<file path="src/rtl/uart_fifo_ctl_pkg.sv">
package uart_fifo_ctl_pkg;
  localparam int LVL_W = 7;

  typedef struct packed {
    logic       en;
    logic       mode;
    logic [1:0] rx_idx;
    logic [1:0] tx_idx;
  } fcr_t;

  // transmit level tables, selected by {table, index}
  function automatic logic [LVL_W-1:0] tx_level(input logic [1:0] tbl, input logic [1:0] idx);
    logic [LVL_W-1:0] v;
    case ({tbl, idx})
      4'h0: v = 7'd1;   4'h1: v = 7'd8;   4'h2: v = 7'd16;  4'h3: v = 7'd32;
      4'h4: v = 7'd16;  4'h5: v = 7'd8;   4'h6: v = 7'd24;  4'h7: v = 7'd30;
      4'h8: v = 7'd16;  4'h9: v = 7'd32;  4'hA: v = 7'd48;  4'hB: v = 7'd56;
      4'hC: v = 7'd8;   4'hD: v = 7'd16;  4'hE: v = 7'd32;  default: v = 7'd56;
    endcase
    return v;
  endfunction

  // receive level tables
  function automatic logic [LVL_W-1:0] rx_level(input logic [1:0] tbl, input logic [1:0] idx);
    logic [LVL_W-1:0] v;
    case ({tbl, idx})
      4'h0: v = 7'd1;   4'h1: v = 7'd4;   4'h2: v = 7'd8;   4'h3: v = 7'd14;
      4'h4: v = 7'd8;   4'h5: v = 7'd16;  4'h6: v = 7'd24;  4'h7: v = 7'd28;
      4'h8, 4'hC: v = 7'd8;
      4'h9, 4'hD: v = 7'd16;
      4'hA, 4'hE: v = 7'd56;
      default:    v = 7'd60;
    endcase
    return v;
  endfunction
endpackage

</file>
<file path="src/rtl/ufc_ctl_reg.sv">
module ufc_ctl_reg
  import uart_fifo_ctl_pkg::*;
(
  input  logic       clk,
  input  logic       rst_n,
  input  logic       wr_en,
  input  logic [7:0] wr_data,
  input  logic       enh_en,
  output fcr_t       cfg,
  output logic       rx_rst,
  output logic       tx_rst
);
  logic armed;
  assign armed = wr_en & wr_data[0];

  always_ff @(posedge clk or negedge rst_n) begin
    if (!rst_n) begin
      cfg    <= '0;
      rx_rst <= 1'b0;
      tx_rst <= 1'b0;
    end else begin
      rx_rst <= armed & wr_data[1];
      tx_rst <= armed & wr_data[2];
      if (armed) begin
        cfg.en     <= 1'b1;
        cfg.mode   <= wr_data[3];
        cfg.rx_idx <= wr_data[7:6];
        if (enh_en) cfg.tx_idx <= wr_data[5:4];
      end else if (wr_en) begin
        cfg.en <= 1'b0;
      end
    end
  end
endmodule

</file>
<file path="src/rtl/ufc_trig_lut.sv">
module ufc_trig_lut
  import uart_fifo_ctl_pkg::*;
#(
  parameter bit IS_TX = 1'b0
) (
  input  logic [1:0]       tbl_sel,
  input  logic [1:0]       idx,
  output logic [LVL_W-1:0] level
);
  generate
    if (IS_TX) begin : g_tx
      assign level = tx_level(tbl_sel, idx);
    end else begin : g_rx
      assign level = rx_level(tbl_sel, idx);
    end
  endgenerate
endmodule

</file>
<file path="src/rtl/ufc_tx_irq.sv">
module ufc_tx_irq #(
  parameter int CNT_W = 7,
  parameter int LVL_W = 7
) (
  input  logic             clk,
  input  logic             rst_n,
  input  logic [CNT_W-1:0] count,
  input  logic [LVL_W-1:0] level,
  output logic             irq
);
  localparam int CMP_W = (CNT_W > LVL_W) ? CNT_W : LVL_W;
  logic [CMP_W-1:0] cnt_x, lvl_x;
  logic             filled, is_empty;

  assign cnt_x    = CMP_W'(count);
  assign lvl_x    = CMP_W'(level);
  assign is_empty = (count == '0);

  always_ff @(posedge clk or negedge rst_n) begin
    if (!rst_n)              filled <= 1'b0;
    else if (is_empty)       filled <= 1'b0;
    else if (cnt_x > lvl_x)  filled <= 1'b1;
  end

  assign irq = filled ? (cnt_x < lvl_x) : is_empty;
endmodule

</file>
<file path="src/rtl/uart_fifo_ctl.sv">
module uart_fifo_ctl
  import uart_fifo_ctl_pkg::*;
#(
  parameter int DEPTH = 64,
  parameter int CNT_W = $clog2(DEPTH + 1)
) (
  input  logic             clk,
  input  logic             rst_n,
  input  logic             wr_en,
  input  logic [7:0]       wr_data,
  input  logic [1:0]       tbl_sel,
  input  logic             enh_en,
  input  logic [CNT_W-1:0] tx_count,
  output logic             fifo_en,
  output logic             xfer_mode,
  output logic             rx_fifo_rst,
  output logic             tx_fifo_rst,
  output logic [LVL_W-1:0] rx_trig_lvl,
  output logic [LVL_W-1:0] tx_trig_lvl,
  output logic             tx_irq
);
  localparam int N_DIR = 2;  // 0 = receive, 1 = transmit

  fcr_t             cfg;
  logic [1:0]       dir_idx [N_DIR];
  logic [LVL_W-1:0] dir_lvl [N_DIR];

  ufc_ctl_reg u_reg (
    .clk(clk), .rst_n(rst_n), .wr_en(wr_en), .wr_data(wr_data),
    .enh_en(enh_en), .cfg(cfg), .rx_rst(rx_fifo_rst), .tx_rst(tx_fifo_rst)
  );

  assign dir_idx[0] = cfg.rx_idx;
  assign dir_idx[1] = cfg.tx_idx;

  generate
    for (genvar d = 0; d < N_DIR; d++) begin : g_dir
      ufc_trig_lut #(.IS_TX(d == 1)) u_lut (
        .tbl_sel(tbl_sel), .idx(dir_idx[d]), .level(dir_lvl[d])
      );
    end
  endgenerate

  ufc_tx_irq #(.CNT_W(CNT_W), .LVL_W(LVL_W)) u_irq (
    .clk(clk), .rst_n(rst_n), .count(tx_count), .level(dir_lvl[1]), .irq(tx_irq)
  );

  assign fifo_en     = cfg.en;
  assign xfer_mode   = cfg.mode;
  assign rx_trig_lvl = dir_lvl[0];
  assign tx_trig_lvl = dir_lvl[1];
endmodule

</file>
<file path="config.mk">
export PLATFORM = sky130hd
export DESIGN_NAME = uart_fifo_ctl
export DESIGN_NICKNAME = d
export VERILOG_FILES = /design/src/rtl/uart_fifo_ctl_pkg.sv /design/src/rtl/ufc_ctl_reg.sv /design/src/rtl/ufc_trig_lut.sv /design/src/rtl/ufc_tx_irq.sv /design/src/rtl/uart_fifo_ctl.sv
export SDC_FILE = /design/constraint.sdc
export NUM_CORES = 1
export LEC_CHECK = 0
export BUFFER_PORTS_ARGS = -buffer_cell sky130_fd_sc_hd__clkbuf_2
export CORE_MARGIN = 4
export CORE_UTILIZATION = 46
export CTS_BUF_LIST = sky130_fd_sc_hd__clkbuf_8
export CTS_CLUSTER_SIZE = 12
export DETAILED_ROUTE_END_ITERATION = 6
export PLACE_DENSITY = 0.81
export RECOVER_POWER = 100
export SETUP_SLACK_MARGIN = 0.2
export SLEW_MARGIN = 10
export SYNTH_ARGS = -nofsm -noshare
export SYNTH_HDL_FRONTEND = slang
export SYNTH_SLANG_ARGS = --single-unit
</file>
<file path="constraint.sdc">
create_clock -name clk -period 2.76 [get_ports clk]
set_input_delay 0.276 -clock clk [delete_from_list [all_inputs] [get_ports clk]]
set_output_delay 0.276 -clock clk [all_outputs]
set_load 0.1 [all_outputs]
</file>
==> results.md <==
* CTS tree: built
* Finished Cell Area at 1140 sq um
* Normalized max-slew margin at 0.191
* Site Rows at 14
* Mapped Area at 771 sq um
* Via count at 803
* Worst-Skew Late Latency at 0.23 ns
* Placed cells at 135
* Unrepaired setup endpoints after global routing: yes
* DR pass1 iterations at 4
* Vias in the first global route at 863
* Post-synthesis sequential area ratio at 0.292
* Synthesis-stage register bit count at 9
* Crit start category: flip-flop
* CP required at 2.48 ns
* R2R cell count at 9
* Layout Nets at 167
* Starting Density at 0.500
* Yosys warns at 0
* Shortest period the worst path allows at 2.59 ns
* Async SR Flop Fraction at 1.00
* Fin. max-slew vios at 0
* Htree depth at 1
* Antenna Cells at 0
* Final period util at 0.939
* Longest Clk Path Bufs at 2
* Max-cap violations at 0
* Fmax at 386 MHz
* Final setup vio count at 0
* Worst-Margin Slew at 1.22 ns
* Die X at 48.9 um
* Initial antenna violation count at 0
* Flop-to-flop setup slack at 0.59 ns
* Leak at 0.000545 uW
* ANT nets after route at 0
* Crit end category: output port
* Hold path start: wr_data[7]
* Root buffer cell: clkbuf_8
* Die area at 2390 sq um
* Drt wl/cell at 14.1 um
* GR Util All Layers at 0.175
* Synth area leader: dfrtp_1
* Total grt overflow at 0
* I/O pins at 40
* Final setup margin at 0.168 ns
* Hold Path Cell Cnt at 2
* Hold crit path type: primary input to flip-flop
* Critical R2R Capture: u_irq.filled$_DFFE_PN0P_
* Clk slew on worst S/H paths at 0.04 ns
* Mean Syn Cell Area at 8.96 sq um
* RR Startpoint: u_reg.cfg[0]$_DFFE_PN0P_
* Largest net degree at the start of global routing at 15
* Most common flop cell mapped by yosys: dfrtp_1
* Place WS at 0.310 ns
* Port Buffers at 37
* Post-DR vias/cell at 5.39
* Chip height at 48.9 um
* Total power per unit cell area at 656 nW/um^2
* EDFF count, synth at 0
* DRC at 0
* DP Area at 971 sq um
* Hpwl dp at 1.47 mm
* DRT iter0 DRCs at 4
* # fillers at 134
* WHS Endpoint: u_reg.cfg[3]$_DFFE_PN0P_
* Drt total wl at 2.11 mm
* Setup Crit Path Kind: flip-flop to output port
* Status: complete, no violations
* Hold Vio Cnt, Final at 0
* Synth cell types at 28
* Worst Skew at 0.00338 ns
* Clock sink total at 9
* Non-Filler Instances at 149
* Commonest cells after routing, fill and taps aside: clkbuf_2, clkbuf_1, ha_1, dfrtp_1, inv_1
* Syn Inst Count at 86
* Crit-path max FO at 4
* Ranking of synthesized cells by area: dfrtp_1, ha_1, mux2_2, buf_4, inv_1
* Setup_tns at 0 ns
* Post-synth top area share at 0.292
* CTS Buf Count at 3
* Crit path DAT at 2.32 ns
* Core region area at 1540 sq um
* Area grow syn2layout at 47.6%
* Maximum vdd drop at 0.447 mV
* Most common cell after layout, fill and taps aside: clkbuf_2
* Share of cells above drive strength 1 at 0.391
* First-pass GRT wire length at 3.50 mm
* Routability congestion estimate at 0.758
[power breakdown]
group / leakage (uW) / internal [uW] / total [uW] / switching (uW)
Sequential: 0.000106 / 148 / 165 / 17.1
Combinational: 0.000412 / 114 / 437 / 322
Clock: 0.0000269 / 96.5 / 145 / 48.5
Total: 0.000545 / 359 / 747 / 388
[worst max-delay path by stage]
| stage | endpoint | start |
|---|---|---|
| 2_1_floorplan | tx_irq | u_reg.cfg[0]$_DFFE_PN0P_ |
| 3_3_place_gp | tx_irq | u_reg.cfg[0]$_DFFE_PN0P_ |
| 3_5_place_dp | tx_irq | u_reg.cfg[1]$_DFFE_PN0P_ |
| 4_1_cts | tx_irq | u_reg.cfg[1]$_DFFE_PN0P_ |
| 5_1_grt | tx_irq | u_reg.cfg[0]$_DFFE_PN0P_ |
| 6_report | tx_irq | u_reg.cfg[0]$_DFFE_PN0P_ |
[repair_timing]
item / 4_1_cts / 5_1_grt
hold endpoints to repair: 9 / 0
gates cloned: 0 / 0
setup endpoints to repair: 1 / 1
hold buffers: 1 / 0
pin swaps: 6 / 9
resized for setup: 9 / 14
setup buffers: 6 / 3
[cell usage after synthesis (2+ instances only)]
master / count
o31ai_1: 2
o21a_1: 3
nand3_1: 5
nor3_1: 2
nand2_1: 6
a21oi_1: 3
dfrtp_1: 9
and2_1: 2
nor4_1: 2
mux2_2: 5
inv_1: 7
ha_1: 12
buf_4: 4
nor2b_1: 3
o21ai_0: 4
nor2_1: 3
and3_1: 3
[cell families (layout without fill, tap and decap cells)]
| logic type | after synthesis | count (layout) | share of synthesized area |
|---|---|---|---|
| multiplexers | 5 | 5 | 0.0730 |
| other | 1 | 2 | 0.00487 |
| adder cells (fa/ha/maj) | 12 | 12 | 0.195 |
| flip-flops | 9 | 9 | 0.292 |
| buffers and inverters | 12 | 58 | 0.0795 |
| AO/OA/AOI/OAI | 18 | 18 | 0.156 |
| AND/OR/NAND/NOR | 29 | 29 | 0.200 |
[worst max-delay path: stages, from the launching register on]
cell	delay (ns)
dfrtp_1	0.41
clkbuf_1	0.15
ha_4	0.17
o211ai_1	0.25
o31ai_2	0.12
ha_2	0.30
nand4b_1	0.13
a21oi_2	0.07
o31ai_4	0.23
buf_6	0.25
[through the flow]
stage | utilization | total power (uW) | hold slack [ns]
floorplan | - | 479 | -0.0196
global placement | 0.630 | 544 | 0.134
global route | 0.738 | 790 | 0.291
CTS | 0.722 | 741 | 0.281
finish | 0.738 | 747 | 0.285
detailed placement | 0.630 | 551 | 0.137
[final cells by class]
type | count | area (sq um) | area share
clock buffer | 3 | 41.3 | 0.0363
clock inverter | 1 | 3.75 | 0.00330
inverter | 7 | 26.3 | 0.0231
multi-input combinational | 66 | 573 | 0.504
sequential | 9 | 226 | 0.199
tap | 16 | 20.0 | 0.0176
timing repair buffer | 47 | 246 | 0.217
[flip-flops by register name, summed over array words and instances (netlist names)]
register,cells
u_irq.filled,1
u_reg.rx_rst,1
u_reg.cfg,6
u_reg.tx_rst,1
[layer usage]
| metal | wire length (um) | GRT usage | vias to the layer above |
|---|---|---|---|
| met5 | 0 | 0 | - |
| met4 | 0 | 0.0269 | 0 |
| met3 | 120 | 0.0428 | 0 |
| met2 | 1170 | 0.343 | 25 |
| met1 | 818 | 0.187 | 380 |
| li1 | - | - | 398 |
(Power assumes the default switching activity.)
